<file path="config.mk">
export PLATFORM = sky130hd
export DESIGN_NAME = bw_alu
export DESIGN_NICKNAME = d
export VERILOG_FILES = /design/src/rtl/bw_alu_pkg.sv /design/src/rtl/bw_alu_operand.sv /design/src/rtl/bw_alu_arith.sv /design/src/rtl/bw_alu_logic.sv /design/src/rtl/bw_alu_flags.sv /design/src/rtl/bw_alu.sv
export SDC_FILE = /design/constraint.sdc
export NUM_CORES = 1
export LEC_CHECK = 0
export ABC_AREA = 1
export ABC_CLOCK_PERIOD_IN_PS = 9700
export BUFFER_PORTS_ARGS = -buffer_cell sky130_fd_sc_hd__clkbuf_2
export CORE_MARGIN = 4
export CORE_UTILIZATION = 40
export DETAILED_ROUTE_END_ITERATION = 10
export GPL_TIMING_DRIVEN = 0
export REMOVE_ABC_BUFFERS = 1
export SETUP_SLACK_MARGIN = 0.02
export SYNTH_ARGS = -nofsm -noshare
export SYNTH_HDL_FRONTEND = slang
export SYNTH_HIERARCHICAL = 1
export SYNTH_SLANG_ARGS = --single-unit
export TNS_END_PERCENT = 10
</file>
<file path="constraint.sdc">
create_clock -name vclk -period 9.7
set_input_delay 1.94 -clock vclk [all_inputs]
set_output_delay 1.94 -clock vclk [all_outputs]
set_load 0.03 [all_outputs]
</file>
<file path="src/rtl/bw_alu_pkg.sv">
// Shared definitions for the byte/word ALU: operation codes and the fixed
// bit positions of the status word.
package bw_alu_pkg;

    typedef enum logic [2:0] {
        OP_ADD   = 3'd0,
        OP_ADDSX = 3'd1,
        OP_SUB   = 3'd2,
        OP_AND   = 3'd3,
        OP_OR    = 3'd4,
        OP_XOR   = 3'd5
    } alu_op_e;

    // Status word bit positions; consumers decode these, so they are fixed.
    localparam int ST_CARRY = 0;
    localparam int ST_PAR   = 2;
    localparam int ST_AUX   = 4;
    localparam int ST_ZERO  = 6;
    localparam int ST_SIGN  = 7;
    localparam int ST_CTL0  = 8;
    localparam int ST_OVF   = 11;
    localparam int CTL_W    = 3;
    localparam int STAT_W   = 16;

    // Flags that only the adder/subtractor produces.
    typedef struct packed {
        logic carry;
        logic aux;
        logic ovf;
    } arith_flags_t;

endpackage

</file>
<file path="src/rtl/bw_alu_operand.sv">
// Operand preparation. Masks both operands to the active width and, for the
// extended-byte add in word mode, sign-extends the low byte of B.
// Assumes DATA_W is even; the low half is the byte lane.
module bw_alu_operand
    import bw_alu_pkg::*;
#(
    parameter int DATA_W = 16
) (
    input  logic [DATA_W-1:0] a_raw,
    input  logic [DATA_W-1:0] b_raw,
    input  logic [2:0]        op,
    input  logic              wide,
    output logic [DATA_W-1:0] a_w,
    output logic [DATA_W-1:0] b_w
);
    localparam int HALF_W = DATA_W / 2;

    logic [DATA_W-1:0] b_src;

    // Choose plain B or B's low byte extended by its sign bit.
    always_comb begin
        if (op == OP_ADDSX) begin
            b_src = {{HALF_W{b_raw[HALF_W-1]}}, b_raw[HALF_W-1:0]};
        end else begin
            b_src = b_raw;
        end
    end

    // Clear the upper half of both operands in byte mode.
    always_comb begin
        if (wide) begin
            a_w = a_raw;
            b_w = b_src;
        end else begin
            a_w = {{HALF_W{1'b0}}, a_raw[HALF_W-1:0]};
            b_w = {{HALF_W{1'b0}}, b_src[HALF_W-1:0]};
        end
    end

endmodule

</file>
<file path="src/rtl/bw_alu_arith.sv">
// Adder/subtractor with carry, auxiliary carry and overflow at the active
// width. Assumes operands arrive already masked to that width, so one
// DATA_W+1 bit operation serves both widths.
module bw_alu_arith
    import bw_alu_pkg::*;
#(
    parameter int DATA_W = 16
) (
    input  logic [DATA_W-1:0] a_w,
    input  logic [DATA_W-1:0] b_w,
    input  logic              subtract,
    input  logic              wide,
    output logic [DATA_W-1:0] sum,
    output arith_flags_t      flags
);
    localparam int HALF_W = DATA_W / 2;
    localparam int EXT_W  = DATA_W + 1;
    localparam int NIB    = 4;

    logic [EXT_W-1:0] raw;
    logic             a_top, b_top, r_top;

    // One extended add or subtract; the extra bit captures carry or borrow.
    always_comb begin
        if (subtract) begin
            raw = {1'b0, a_w} - {1'b0, b_w};
        end else begin
            raw = {1'b0, a_w} + {1'b0, b_w};
        end
    end

    // Trim the result and pick the top bits of the active width.
    always_comb begin
        if (wide) begin
            sum   = raw[DATA_W-1:0];
            a_top = a_w[DATA_W-1];
            b_top = b_w[DATA_W-1];
            r_top = raw[DATA_W-1];
        end else begin
            sum   = {{HALF_W{1'b0}}, raw[HALF_W-1:0]};
            a_top = a_w[HALF_W-1];
            b_top = b_w[HALF_W-1];
            r_top = raw[HALF_W-1];
        end
    end

    // Carry/borrow at the width boundary, nibble carry and signed overflow.
    always_comb begin
        flags.carry = wide ? raw[DATA_W] : raw[HALF_W];
        flags.aux   = a_w[NIB] ^ b_w[NIB] ^ raw[NIB];
        if (subtract) begin
            flags.ovf = (a_top != b_top) && (r_top != a_top);
        end else begin
            flags.ovf = (a_top == b_top) && (r_top != a_top);
        end
    end

endmodule

</file>
<file path="src/rtl/bw_alu_logic.sv">
// Bitwise unit for AND, OR and XOR. Any other code yields zero.
// Assumes operands are already masked to the active width.
module bw_alu_logic
    import bw_alu_pkg::*;
#(
    parameter int DATA_W = 16
) (
    input  logic [DATA_W-1:0] a_w,
    input  logic [DATA_W-1:0] b_w,
    input  logic [2:0]        op,
    output logic [DATA_W-1:0] res
);
    // Select the bitwise function.
    always_comb begin
        unique case (op)
            OP_AND:  res = a_w & b_w;
            OP_OR:   res = a_w | b_w;
            OP_XOR:  res = a_w ^ b_w;
            default: res = '0;
        endcase
    end

endmodule

</file>
<file path="src/rtl/bw_alu_flags.sv">
// Status word assembly. Derives zero, sign and parity from the final result,
// merges the adder flags, and copies the control bits through. Assumes a
// 16-bit status layout and a result already zeroed above the active width.
module bw_alu_flags
    import bw_alu_pkg::*;
#(
    parameter int DATA_W = 16
) (
    input  logic [DATA_W-1:0] res,
    input  logic              wide,
    input  logic              defined,
    input  logic              use_arith,
    input  arith_flags_t      aflags,
    input  logic [CTL_W-1:0]  ctrl,
    output logic [STAT_W-1:0] status
);
    localparam int HALF_W = DATA_W / 2;

    logic zero_f, sign_f, par_f;

    // Result-derived flags at the active width; parity on the low byte.
    always_comb begin
        zero_f = wide ? (res == '0) : (res[HALF_W-1:0] == '0);
        sign_f = wide ? res[DATA_W-1] : res[HALF_W-1];
        par_f  = ~^res[HALF_W-1:0];
    end

    // Place each flag at its fixed position; control bits via a loop.
    always_comb begin
        status = '0;
        status[ST_CARRY] = use_arith & aflags.carry;
        status[ST_AUX]   = use_arith & aflags.aux;
        status[ST_OVF]   = use_arith & aflags.ovf;
        status[ST_ZERO]  = defined & zero_f;
        status[ST_SIGN]  = defined & sign_f;
        status[ST_PAR]   = defined & par_f;
        for (int i = 0; i < CTL_W; i++) begin
            status[ST_CTL0+i] = ctrl[i];
        end
    end

endmodule

</file>
<file path="src/rtl/bw_alu.sv">
// Byte/word ALU top. Combinational: operands in, result and status word out.
// Assumes DATA_W = 16 so the status layout in the package applies.
module bw_alu
    import bw_alu_pkg::*;
#(
    parameter int DATA_W = 16
) (
    input  logic [DATA_W-1:0] a_in,
    input  logic [DATA_W-1:0] b_in,
    input  logic [2:0]        op_in,
    input  logic              wide_in,
    input  logic [CTL_W-1:0]  ctrl_in,
    output logic [DATA_W-1:0] res_out,
    output logic [STAT_W-1:0] stat_out
);
    logic [DATA_W-1:0] a_w, b_w, sum, lres;
    arith_flags_t      aflags;
    logic              is_arith, is_logic, is_sub;

    // Classify the operation code.
    always_comb begin
        is_arith = (op_in == OP_ADD) || (op_in == OP_ADDSX) || (op_in == OP_SUB);
        is_logic = (op_in == OP_AND) || (op_in == OP_OR) || (op_in == OP_XOR);
        is_sub   = (op_in == OP_SUB);
    end

    bw_alu_operand #(.DATA_W(DATA_W)) u_opnd (
        .a_raw (a_in),
        .b_raw (b_in),
        .op    (op_in),
        .wide  (wide_in),
        .a_w   (a_w),
        .b_w   (b_w)
    );

    bw_alu_arith #(.DATA_W(DATA_W)) u_arith (
        .a_w      (a_w),
        .b_w      (b_w),
        .subtract (is_sub),
        .wide     (wide_in),
        .sum      (sum),
        .flags    (aflags)
    );

    bw_alu_logic #(.DATA_W(DATA_W)) u_logic (
        .a_w (a_w),
        .b_w (b_w),
        .op  (op_in),
        .res (lres)
    );

    // Pick the result source; undefined codes give zero.
    always_comb begin
        if (is_arith) begin
            res_out = sum;
        end else if (is_logic) begin
            res_out = lres;
        end else begin
            res_out = '0;
        end
    end

    bw_alu_flags #(.DATA_W(DATA_W)) u_flags (
        .res       (res_out),
        .wide      (wide_in),
        .defined   (is_arith | is_logic),
        .use_arith (is_arith),
        .aflags    (aflags),
        .ctrl      (ctrl_in),
        .status    (stat_out)
    );

endmodule

</file>
==> metrics.md <==
| Metric | Value |
|---|---|
| Post-Synth Adder-Cell Area | `20.1%` |
| Pin count of the biggest net entering global routing | `38` |
| Via density | `5.21` |
| Cts hold-fix bufs | `0` |
| Max Clk Rate | `121 MHz` |
| Simple-gate share of the synthesized area | `40.8%` |
| Seq Cell Count | `0` |
| Max-cap violations | `0` |
| Xor and xnor area share after synthesis | `6.93%` |
| Final Wtd Congestion | `0.923` |
| Final min period | `8.27 ns` |
| Synth Area in Compound Gates | `7.64%` |
| NetSw | `0.000170 W` |
| Ant. Diodes | `0` |
| Row cnt | `33` |
| Post_cts resized | `0` |
| Sequential share of power | `0%` |
| Total grt overflow | `0` |
| Mapped Cells | `567` |
| Internal cell power | `0.0000806 W` |
| Drt wl/cell | `14.2 um` |
| DRC | `0` |
| Die area | `10,000 um^2` |
| Vias in the first global route | `3,536` |
| Status | `finished clean` |
| Switch share | `67.8%` |
| Setup crit start | `op_in[0]` |
| Post-synthesis sequential area ratio | `0%` |
| Post-CTS setup buffers | `0` |
| Number of antenna violations at the first check in global routing | `0` |
| Most common cell after layout, fill and taps aside | `inv_1` |
| CP dominant cell by count | `nand2_1` |
| Final Setup Violations | `0` |
| Crit Path Max Fanout | `37` |
| Pwr Density | `72.2 nW/um^2` |
| CP top delay family | `simple AND/OR/NAND/NOR gates` |
| Hold_sp | `ctrl_in[2]` |
| FILL cells | `918` |
| Area leader, netlist | `ha_1` |
| Clock buf count | `0` |
| Syn Std Cell Area | `3390 um^2` |
| Leakage | `2.14 nW` |
| CP Launch Type | `input pin` |
| IR drop worst, VDD | `0.0272 mV` |
| Max Transition Viols Final | `0` |
| Post-synth top area share | `19.5%` |
| Min Hold Slack | `3.88 ns` |
| Gate power share | `100.0%` |
| Worst Hold Class | `in2out` |
| Initial Utilization | `41.3%` |
| WP data arrival | `6.33 ns` |
| Largest family of logic cells by synthesized area | `simple AND/OR/NAND/NOR gates` |
| GRT Util Overall | `19.9%` |
| 1st-pass router iterations | `5` |
| Reg area | `0 um^2` |
| RSZ-0062 raised after global routing | `no` |
| Drt initial violations | `189` |
| Fin nets | `680` |
| Syn avg cell area | `5.98 um^2` |
| WS Path Type | `in2out` |
| Final ANT Viol Nets | `0` |
| Slowest CP cell | `clkbuf_2` |
| PortBufs | `58` |
| Mux cell area share after synthesis | `0.295%` |
| Die Ht | `100 um` |
| Die Wd | `100 um` |
| Vias post-DR | `3,593` |
| Most frequent cells in the layout | `104 x inv_1, 103 x nand2_1, 79 x nand3_1` |
| Slew @ Worst Pin | `0.988 ns` |
| Final setup TNS | `0 ns` |
| Post-route cell area | `3470 um^2` |
| Max-slew headroom | `34.1%` |
| Netlist cell types | `43` |
| Final Hold Fails | `0` |
| Placed standard-cell area | `3470 um^2` |
| Core Region | `8220 um^2` |
| Tcrit/Tclk final | `85.2%` |
| Critical path buffer and inverter count | `4` |
| CP max stage delay | `0.73 ns` |
| Area occupied by multi-input gates | `2600 um^2` |
| Hpwl dp | `7.61 mm` |
| Io pins | `71` |
| Synth top area cells | `ha_1 20%, nand3_1 12%, inv_1 12%, nand2_1 11%, buf_4 6.4%` |
| Share of cells above drive strength 1 | `17.6%` |
| Worst EP required | `7.76 ns` |
| Clock share of power | `0%` |
| First-pass GRT wire length | `16.7 mm` |
| Layout Area Growth over Synthesis | `2.25%` |
| Ys Warns | `6` |
| Final wirelength | `9.82 mm` |
| Element type at the critical path end | `output port` |
[power groups by stage]
stage               Clock [W]  Combinational, W  Sequential [W]
floorplan                   0          0.000180               0
global placement            0          0.000246               0
detailed placement          0          0.000250               0
finish                      0          0.000250               0
CTS                         0          0.000251               0
global route                0          0.000283               0
[per-layer routing]
| metal | routed length (um) | global-route usage [%] | vias to the layer above |
|---|---|---|---|
| li1 | - | - | 1837 |
| met3 | 587 | 0.417 | 12 |
| met5 | 0 | 0 | - |
| met2 | 4720 | 36.8 | 108 |
| met1 | 4390 | 26.4 | 1636 |
| met4 | 116 | 2.59 | 0 |
[layout make-up]
class              instances  share of cell area [%]
inverters                119                    13.0
multi-input cells        408                    74.9
well taps                105                    3.79
repair buffers            58                    8.37
[synthesized netlist by cell type (all sizes together) (2+ instances only)]
library cell,count
o21ai,11
nand2,112
buf,45
nor3,3
ha,53
nor2,35
nand3,89
nand4,35
a21oi,24
inv,118
a21o,2
o21bai,3
xnor2,5
xor2,21
[per-stage QoR]
step                power, W  setup WS, ns  cells  utilization, %
finish              0.000250          1.43    690            42.2
global route        0.000283         0.865    690            42.2
CTS                 0.000251          1.45    690            42.2
global placement    0.000246          1.50    690            42.2
floorplan           0.000180          2.58    527               -
detailed placement  0.000250          1.47    690            42.2
[cells by family after synthesis]
| kind of cell | count (synthesis) |
|---|---|
| buffers and inverters | 165 |
| and+or+nand+nor | 277 |
| adders and majority gates | 54 |
| muxes | 1 |
| xor gates and xnor gates | 26 |
| AOI/OAI and AO/OA | 43 |
| other | 1 |
[path summary, 6_finish.rpt]
path	cells after the start	slack, ns	end
min	0	3.88	stat_out[10]
max	28	1.43	stat_out[6]
Note: power is estimated with default switching activity, not from simulation.
